[src/rtl/bwarb_pkg.sv]
`timescale 1ns/1ps
package bwarb_pkg;
  localparam int LEN_W = 4;
  localparam int FLD_W = 2;

  typedef enum logic [FLD_W-1:0] {
    FLD_SHARE  = 2'd0,
    FLD_LAT    = 2'd1,
    FLD_CREDIT = 2'd2,
    FLD_SPARE  = 2'd3
  } fld_e;
endpackage

[src/rtl/bwarb_cfg.sv]
`timescale 1ns/1ps
module bwarb_cfg
  import bwarb_pkg::*;
#(
  parameter int N         = 10,
  parameter int CRED_W    = 10,
  parameter int LAT_W     = 8,
  parameter int ADDR_W    = 7,
  parameter int DATA_W    = 16,
  parameter int SHARE_DEF = 50,
  parameter int LAT_DEF   = 64
) (
  input  logic                         clk,
  input  logic                         rst_n,
  input  logic                         psel,
  input  logic                         penable,
  input  logic                         pwrite,
  input  logic [ADDR_W-1:0]            paddr,
  input  logic [DATA_W-1:0]            pwdata,
  output logic [DATA_W-1:0]            prdata,
  input  logic [N-1:0][CRED_W-1:0]     credit,
  output logic [N-1:0][CRED_W-1:0]     share,
  output logic [N-1:0][LAT_W-1:0]      max_lat,
  output logic                         credit_mode
);
  localparam int IDX_W = ADDR_W - FLD_W;
  localparam logic [IDX_W-1:0] MODE_IDX = '1;

  logic             wr_en;
  logic [IDX_W-1:0] idx;
  fld_e             fld;
  logic             idx_ok;
  logic             unused_wdata;

  assign wr_en        = psel & penable & pwrite;
  assign idx          = paddr[ADDR_W-1:FLD_W];
  assign fld          = fld_e'(paddr[FLD_W-1:0]);
  assign idx_ok       = (int'(idx) < N);
  assign unused_wdata = ^pwdata;

  // per-master share and latency limit
  always_ff @(posedge clk) begin
    if (!rst_n) begin
      for (int i = 0; i < N; i++) begin
        share[i]   <= CRED_W'(SHARE_DEF);
        max_lat[i] <= LAT_W'(LAT_DEF);
      end
    end else if (wr_en) begin
      for (int i = 0; i < N; i++) begin
        if (idx == IDX_W'(i)) begin
          case (fld)
            FLD_SHARE: share[i]   <= pwdata[CRED_W-1:0];
            FLD_LAT:   max_lat[i] <= pwdata[LAT_W-1:0];
            default: ;
          endcase
        end
      end
    end
  end

  // arbitration mode: 1 = budget ordering, 0 = plain rotation
  always_ff @(posedge clk) begin
    if (!rst_n) begin
      credit_mode <= 1'b1;
    end else if (wr_en && idx == MODE_IDX && fld == FLD_SHARE) begin
      credit_mode <= pwdata[0];
    end
  end

  always_comb begin
    prdata = '0;
    if (idx == MODE_IDX && fld == FLD_SHARE) begin
      prdata = DATA_W'(credit_mode);
    end else if (idx_ok) begin
      case (fld)
        FLD_SHARE:  prdata = DATA_W'(share[idx]);
        FLD_LAT:    prdata = DATA_W'(max_lat[idx]);
        FLD_CREDIT: prdata = DATA_W'(credit[idx]);
        default:    prdata = '0;
      endcase
    end
  end
endmodule

[src/rtl/bwarb_credit.sv]
`timescale 1ns/1ps
module bwarb_credit #(
  parameter int N         = 10,
  parameter int CRED_W    = 10,
  parameter int PERIOD    = 500,
  parameter int SHARE_DEF = 50
) (
  input  logic                     clk,
  input  logic                     rst_n,
  input  logic [N-1:0][CRED_W-1:0] share,
  input  logic [N-1:0]             beat_done,
  output logic [N-1:0][CRED_W-1:0] credit,
  output logic                     refill
);
  localparam int WIN_W = (PERIOD > 1) ? $clog2(PERIOD) : 1;

  logic [WIN_W-1:0]          wcnt;
  logic [N-1:0][CRED_W-1:0]  credit_nx;

  assign refill = (wcnt == WIN_W'(PERIOD - 1));

  always_ff @(posedge clk) begin
    if (!rst_n) wcnt <= '0;
    else if (refill) wcnt <= '0;
    else wcnt <= wcnt + 1'b1;
  end

  // reload first, then charge this cycle's beat, saturating at zero
  always_comb begin
    for (int i = 0; i < N; i++) begin
      credit_nx[i] = refill ? share[i] : credit[i];
      if (beat_done[i] && credit_nx[i] != '0) begin
        credit_nx[i] = credit_nx[i] - 1'b1;
      end
    end
  end

  always_ff @(posedge clk) begin
    if (!rst_n) begin
      for (int i = 0; i < N; i++) credit[i] <= CRED_W'(SHARE_DEF);
    end else begin
      credit <= credit_nx;
    end
  end
endmodule

[src/rtl/bwarb_wait.sv]
`timescale 1ns/1ps
module bwarb_wait #(
  parameter int N     = 10,
  parameter int LAT_W = 8
) (
  input  logic                    clk,
  input  logic                    rst_n,
  input  logic [N-1:0]            req_valid,
  input  logic [N-1:0]            hs,
  input  logic [N-1:0][LAT_W-1:0] max_lat,
  output logic [N-1:0]            urgent
);
  logic [N-1:0][LAT_W-1:0] wcnt;

  always_ff @(posedge clk) begin
    if (!rst_n) begin
      wcnt <= '0;
    end else begin
      for (int i = 0; i < N; i++) begin
        if (!req_valid[i] || hs[i]) wcnt[i] <= '0;
        else if (wcnt[i] != '1) wcnt[i] <= wcnt[i] + 1'b1;
      end
    end
  end

  always_comb begin
    for (int i = 0; i < N; i++) begin
      urgent[i] = req_valid[i] && (wcnt[i] >= max_lat[i]);
    end
  end
endmodule

[src/rtl/bwarb_pick.sv]
`timescale 1ns/1ps
module bwarb_pick
  import bwarb_pkg::*;
#(
  parameter int N      = 10,
  parameter int CRED_W = 10,
  parameter int IDX_W  = 4
) (
  input  logic [N-1:0]             cand,
  input  logic [N-1:0]             urgent,
  input  logic [N-1:0][CRED_W-1:0] credit,
  input  logic [N-1:0][LEN_W-1:0]  req_len,
  input  logic [IDX_W-1:0]         last,
  input  logic                     credit_mode,
  output logic                     win_valid,
  output logic [IDX_W-1:0]         win_idx
);
  logic [N-1:0] hot;
  assign hot = cand & urgent;

  always_comb begin
    int j;
    logic funded;
    logic [CRED_W:0] key;
    logic [CRED_W:0] best;
    j         = 0;
    funded    = 1'b0;
    key       = '0;
    best      = '0;
    win_valid = 1'b0;
    win_idx   = '0;
    if (|hot) begin
      // deadline path: lowest index among urgent requesters
      for (int i = N - 1; i >= 0; i--) begin
        if (hot[i]) begin
          win_valid = 1'b1;
          win_idx   = IDX_W'(i);
        end
      end
    end else begin
      // scan in rotation order after the last grantee; strict compare
      // keeps the earliest-in-rotation among equal keys
      for (int k = 0; k < N; k++) begin
        j = int'(last) + 1 + k;
        if (j >= N) j = j - N;
        funded = credit[j] > CRED_W'(req_len[j]);
        key    = credit_mode ? {funded, credit[j]} : '0;
        if (cand[j] && (!win_valid || key > best)) begin
          win_valid = 1'b1;
          win_idx   = IDX_W'(j);
          best      = key;
        end
      end
    end
  end
endmodule

[src/rtl/bw_domain_arb.sv]
`timescale 1ns/1ps
module bw_domain_arb
  import bwarb_pkg::*;
#(
  parameter int N_MST         = 10,
  parameter int CRED_W        = 10,
  parameter int LAT_W         = 8,
  parameter int REFILL_PERIOD = 500,
  parameter int SHARE_DEF     = 50,
  parameter int LAT_DEF       = 64,
  parameter int ADDR_W        = 7,
  parameter int DATA_W        = 16
) (
  input  logic                       clk,
  input  logic                       rst_n,
  input  logic [N_MST-1:0]           req_valid,
  input  logic [N_MST*LEN_W-1:0]     req_len,
  output logic [N_MST-1:0]           grant,
  output logic [$clog2(N_MST)-1:0]   grant_idx,
  input  logic [N_MST-1:0]           beat_done,
  input  logic                       psel,
  input  logic                       penable,
  input  logic                       pwrite,
  input  logic [ADDR_W-1:0]          paddr,
  input  logic [DATA_W-1:0]          pwdata,
  output logic [DATA_W-1:0]          prdata
);
  localparam int GI_W = $clog2(N_MST);

  logic [N_MST-1:0][LEN_W-1:0]  len_a;
  logic [N_MST-1:0][CRED_W-1:0] cred_w;
  logic [N_MST-1:0][CRED_W-1:0] share_w;
  logic [N_MST-1:0][LAT_W-1:0]  lat_w;
  logic                         mode_w;
  logic                         refill_w;
  logic [N_MST-1:0]             grant_q, hs, cand, urgent;
  logic [GI_W-1:0]              gidx_q, last_q, win_idx;
  logic                         win_valid, slot_free;

  assign len_a     = req_len;
  assign hs        = req_valid & grant_q;
  assign cand      = req_valid & ~hs;
  assign slot_free = (grant_q == '0) || (|hs);

  bwarb_cfg #(
    .N(N_MST), .CRED_W(CRED_W), .LAT_W(LAT_W), .ADDR_W(ADDR_W),
    .DATA_W(DATA_W), .SHARE_DEF(SHARE_DEF), .LAT_DEF(LAT_DEF)
  ) u_cfg (
    .clk(clk), .rst_n(rst_n), .psel(psel), .penable(penable),
    .pwrite(pwrite), .paddr(paddr), .pwdata(pwdata), .prdata(prdata),
    .credit(cred_w), .share(share_w), .max_lat(lat_w),
    .credit_mode(mode_w)
  );

  bwarb_credit #(
    .N(N_MST), .CRED_W(CRED_W), .PERIOD(REFILL_PERIOD),
    .SHARE_DEF(SHARE_DEF)
  ) u_credit (
    .clk(clk), .rst_n(rst_n), .share(share_w), .beat_done(beat_done),
    .credit(cred_w), .refill(refill_w)
  );

  bwarb_wait #(.N(N_MST), .LAT_W(LAT_W)) u_wait (
    .clk(clk), .rst_n(rst_n), .req_valid(req_valid), .hs(hs),
    .max_lat(lat_w), .urgent(urgent)
  );

  bwarb_pick #(.N(N_MST), .CRED_W(CRED_W), .IDX_W(GI_W)) u_pick (
    .cand(cand), .urgent(urgent), .credit(cred_w), .req_len(len_a),
    .last(last_q), .credit_mode(mode_w), .win_valid(win_valid),
    .win_idx(win_idx)
  );

  always_ff @(posedge clk) begin
    if (!rst_n) begin
      grant_q <= '0;
      gidx_q  <= '0;
      last_q  <= GI_W'(N_MST - 1);
    end else if (slot_free) begin
      if (win_valid) begin
        grant_q <= N_MST'(1) << win_idx;
        gidx_q  <= win_idx;
        last_q  <= win_idx;
      end else begin
        grant_q <= '0;
        gidx_q  <= '0;
      end
    end
  end

  assign grant     = grant_q;
  assign grant_idx = gidx_q;
endmodule

[config.mk]
export PLATFORM = sky130hd
export DESIGN_NAME = bw_domain_arb
export DESIGN_NICKNAME = d
export VERILOG_FILES = /design/src/rtl/bwarb_pkg.sv /design/src/rtl/bwarb_cfg.sv /design/src/rtl/bwarb_credit.sv /design/src/rtl/bwarb_wait.sv /design/src/rtl/bwarb_pick.sv /design/src/rtl/bw_domain_arb.sv
export SDC_FILE = /design/constraint.sdc
export NUM_CORES = 2
export LEC_CHECK = 0
export BUFFER_PORTS_ARGS = -buffer_cell sky130_fd_sc_hd__buf_4
export CORE_MARGIN = 1
export CORE_UTILIZATION = 30
export CTS_CLUSTER_DIAMETER = 60
export DETAILED_ROUTE_END_ITERATION = 12
export GPL_TIMING_DRIVEN = 0
export HOLD_SLACK_MARGIN = 0.15
export MAX_ROUTING_LAYER = met4
export REMOVE_ABC_BUFFERS = 1
export SYNTH_ARGS = -nofsm -noshare
export SYNTH_HDL_FRONTEND = slang
export SYNTH_SLANG_ARGS = --single-unit
[constraint.sdc]
create_clock -name clk -period 23 [get_ports clk]
set_input_delay 3.45 -clock clk [delete_from_list [all_inputs] [get_ports clk]]
set_output_delay 3.45 -clock clk [all_outputs]
set_load 0.02 [all_outputs]
==> flow_summary_export.csv <==
group,metric,value,unit
outcome,status,"finished with violations",
outcome,failed_checks,"negative setup slack",
layout,drive_gt1_frac,0.161,
worst_setup_path,path_class,"in -> reg",
yosys,syn_area_per_cell,8.28,um2
yosys,synth_cells,4808,
floorplanning,core-area,0.132,mm2
yosys,yosysUniqueCellTypes,127,
global_routing,overflow,0,
layout,nets,5116,
floorplanning,die_y,366,um
drt,ant_nets,0,
worst_setup_path,crit_fanout,14,
sta,setup_viol,18,
global_routing,grt_pass1_vias,36700,
sta,tightestPinTransition,1450,ps
clock_network,clock_tree.root_cell,"clkbuf_16",
sta,hold_slack,460,ps
sta,hold_violations,0,
worst_setup_path,required,23550,ps
clock_network,insertion_delay,620,ps
yosys,synth_edf_count,0,
worst_setup_path,crit_slowest_cell,"or4_4",
layout,area_delta_synth_final,14.5,%
sta,grt_setup_unrepaired,"yes",
clock_network,clkTransAtPathRegs,60,ps
floorplanning,die_w,366,um
place,place_hpwl,128000,um
drt,drt-total-wl,169000,um
global_routing,track_usage,0.248,
yosys,ys_ff_latch,388,
worst_setup_path,path_common_cell,"o21a_1",
clock_network,cts_max_level,2,
worst_setup_path,endpoint_kind,"flop",
sta,fin_crit_sh,1.03,
sta,maxSlewHeadroom,0.0330,
clock_network,cts_buffers,46,
drt,routed-wl-met3,15200,um
global_routing,grt_pass1_wl,247000,um
flow_run,drv_cap,0,
sta,setup_slack,-678,ps
worst_setup_path,cp.arrival,24230,ps
drt,met2_length,74600,um
global_routing,grt_max_degree,171,
floorplanning,die_area,0.134,mm2
floorplanning,start_util,0.302,
global_routing,antenna_found_initial,4,
yosys,yosys_warnings,0,
drt,top_layer,"met4",
floorplanning,io_pins,118,
clock_network,clock_sinks,388,
drt,num_vias,39800,
worst_setup_path,cp_top_family,"compound AO/OA/AOI/OAI gates",
yosys,synth_area_leaders,"dfxtp_1 (20%), mux2i_1 (11%), mux4_2 (9.3%)",
worst_setup_path,cpPeakStageDelay,570,ps
floorplanning,fp-row-count,133,
drt,viasPerCell,6.07,
clock_network,ctsHoldBuffers,0,
worst_hold_path,hold_path_class,"reg -> reg",
yosys,yosysSeqAreaShare,0.195,
yosys,yosys.area.top_type,"dfxtp_1",
yosys,synth_flop_cell,"dfxtp_1",
clock_network,cts_tree,"built",
place,gp_congestion,1.02,
yosys,netlist_area,0.0398,mm2
sta,max_freq,42.2,MHz
yosys,netlist.area_leader.share,0.195,
drt,firstDrtPassIters,9,
clock_network,clock_path_buffers,3,
yosys,synth-async-reset-ratio,0,
drt,drt_iter0_drc,5063,
place,portBuffers,105,
worst_setup_path,cp-start-kind,"input port",
drt,routedWlPerCell,25.8,um
sta,final-max-slew-violation-count,0,
worst_setup_path,worst-path-buf-inv,15,
drt,drc,0,
sta,fin_crit,23680,ps
drt,wl_met1,69000,um
sta,skew,41.4,ps
==> worst register-to-register path, delay by kind of cell, from the launching register on <==
family	cells	cell delay, ps
compound gates	56	9950
fa+ha+maj	11	3710
buf+inv	13	2400
flops	1	560
mux	4	1410
simple gates	26	5500
==> worst paths after layout <==
kind | from | end | slack, ps | cells past startpoint
max reg2reg | last_q[0] | grant[0] | -580 | 110
min | grant_idx[0] | grant_idx[0] | 460 | 2
max | req_valid[0] | grant[0] | -680 | 110
min reg2reg | grant_idx[0] | grant_idx[0] | 460 | 2
==> through the flow <==
step | setup slack (ps) | area, um2 | TNS [ps] | utilization | std cells
4_1_cts | -1130 | 44900 | -17410 | 0.341 | 6515
2_1_floorplan | -12530 | 38400 | -221580 | - | 4475
6_report | -678 | 45600 | -10210 | 0.346 | 6555
5_1_grt | -1420 | 45600 | -24050 | 0.346 | 6555
3_5_place_dp | -7860 | 42400 | -137300 | 0.322 | 6382
3_3_place_gp | -26110 | 41400 | -463780 | 0.314 | 6335
==> layout make-up <==
type	count	area, um2
repair buffers	241	2410
clock inverters	14	150
well taps	1755	2200
clock buffers	65	1360
flip-flops and latches	388	7780
inverters	163	632
fillers	13600	86000
diodes	2	5.00
repair inverters	1	5.00
multi-input cells	3926	31100
==> kinds of logic after synthesis <==
group / Yosys count / synth area share
compound gates: 1185 / 0.207
xor+xnor: 121 / 0.0278
fa+ha+maj: 261 / 0.0820
buf+inv: 501 / 0.0519
flops: 388 / 0.195
mux: 674 / 0.224
other cells: 1 / 0.0000942
simple gates: 1677 / 0.212
==> per-layer routing <==
layer	up-vias	global-route usage
met1	19300	0.317
met5	-	-
li1	17900	-
met4	0	0.129
met2	2110	0.378
met3	478	0.0384
==> cells in the mapped netlist (all sizes together), types with 30 or more instances <==
master / number
a211oi: 91
a21boi: 58
a21o: 50
a21oi: 208
a22o: 30
a31oi: 45
and2: 126
and3: 76
buf: 104
clkbuf: 234
dfxtp: 388
ha: 261
inv: 161
mux2: 78
mux2i: 431
mux4: 165
nand2: 441
nand2b: 53
nand3: 168
nand4: 52
nor2: 303
nor2b: 146
nor3: 180
o211ai: 47
o21a: 70
o21ai: 220
o22a: 34
o22ai: 104
xnor2: 55
xor2: 64
==> flip-flops by register name, indices dropped and copies added (netlist names) <==
register and cells:
u_cfg.share 100, u_credit.credit 100, u_cfg.max_lat 80, u_wait.wcnt 80, grant 10, u_credit.wcnt 9, grant_idx 4, last_q 4
u_cfg.credit_mode 1
==> repair_timing <==
| item | CTS | global route |
|---|---|---|
| gates cloned | 5 | 2 |
| setup endpoints to repair | 18 | 18 |
| pin swaps | 37 | 52 |
| gates resized for setup | 122 | 74 |
| setup buffers | 54 | 36 |
==> cells in the final DEF (no fill, tap or decap), types with 47 or more instances in the layout <==
master	netlist	layout
o21ai_0	210	191
xor2_1	64	64
o22ai_1	103	103
nor3_1	175	168
xnor2_1	53	47
dfxtp_1	388	383
inv_1	158	156
nand3_1	166	165
o21a_1	70	68
nor2b_1	146	136
a211oi_1	86	84
and3_1	76	75
ha_1	261	252
a21oi_1	205	187
nor2_1	301	291
mux4_2	165	165
a21boi_0	55	53
mux2_2	77	73
buf_4	22	187
a21o_1	50	47
and2_1	125	123
nand2b_1	53	53
clkbuf_16	0	48
mux2i_1	431	428
nand2_1	440	430
nand4_1	52	52
Power is not shown: default switching activity piles up to over one toggle a cycle in this logic, so the estimate is an artifact.
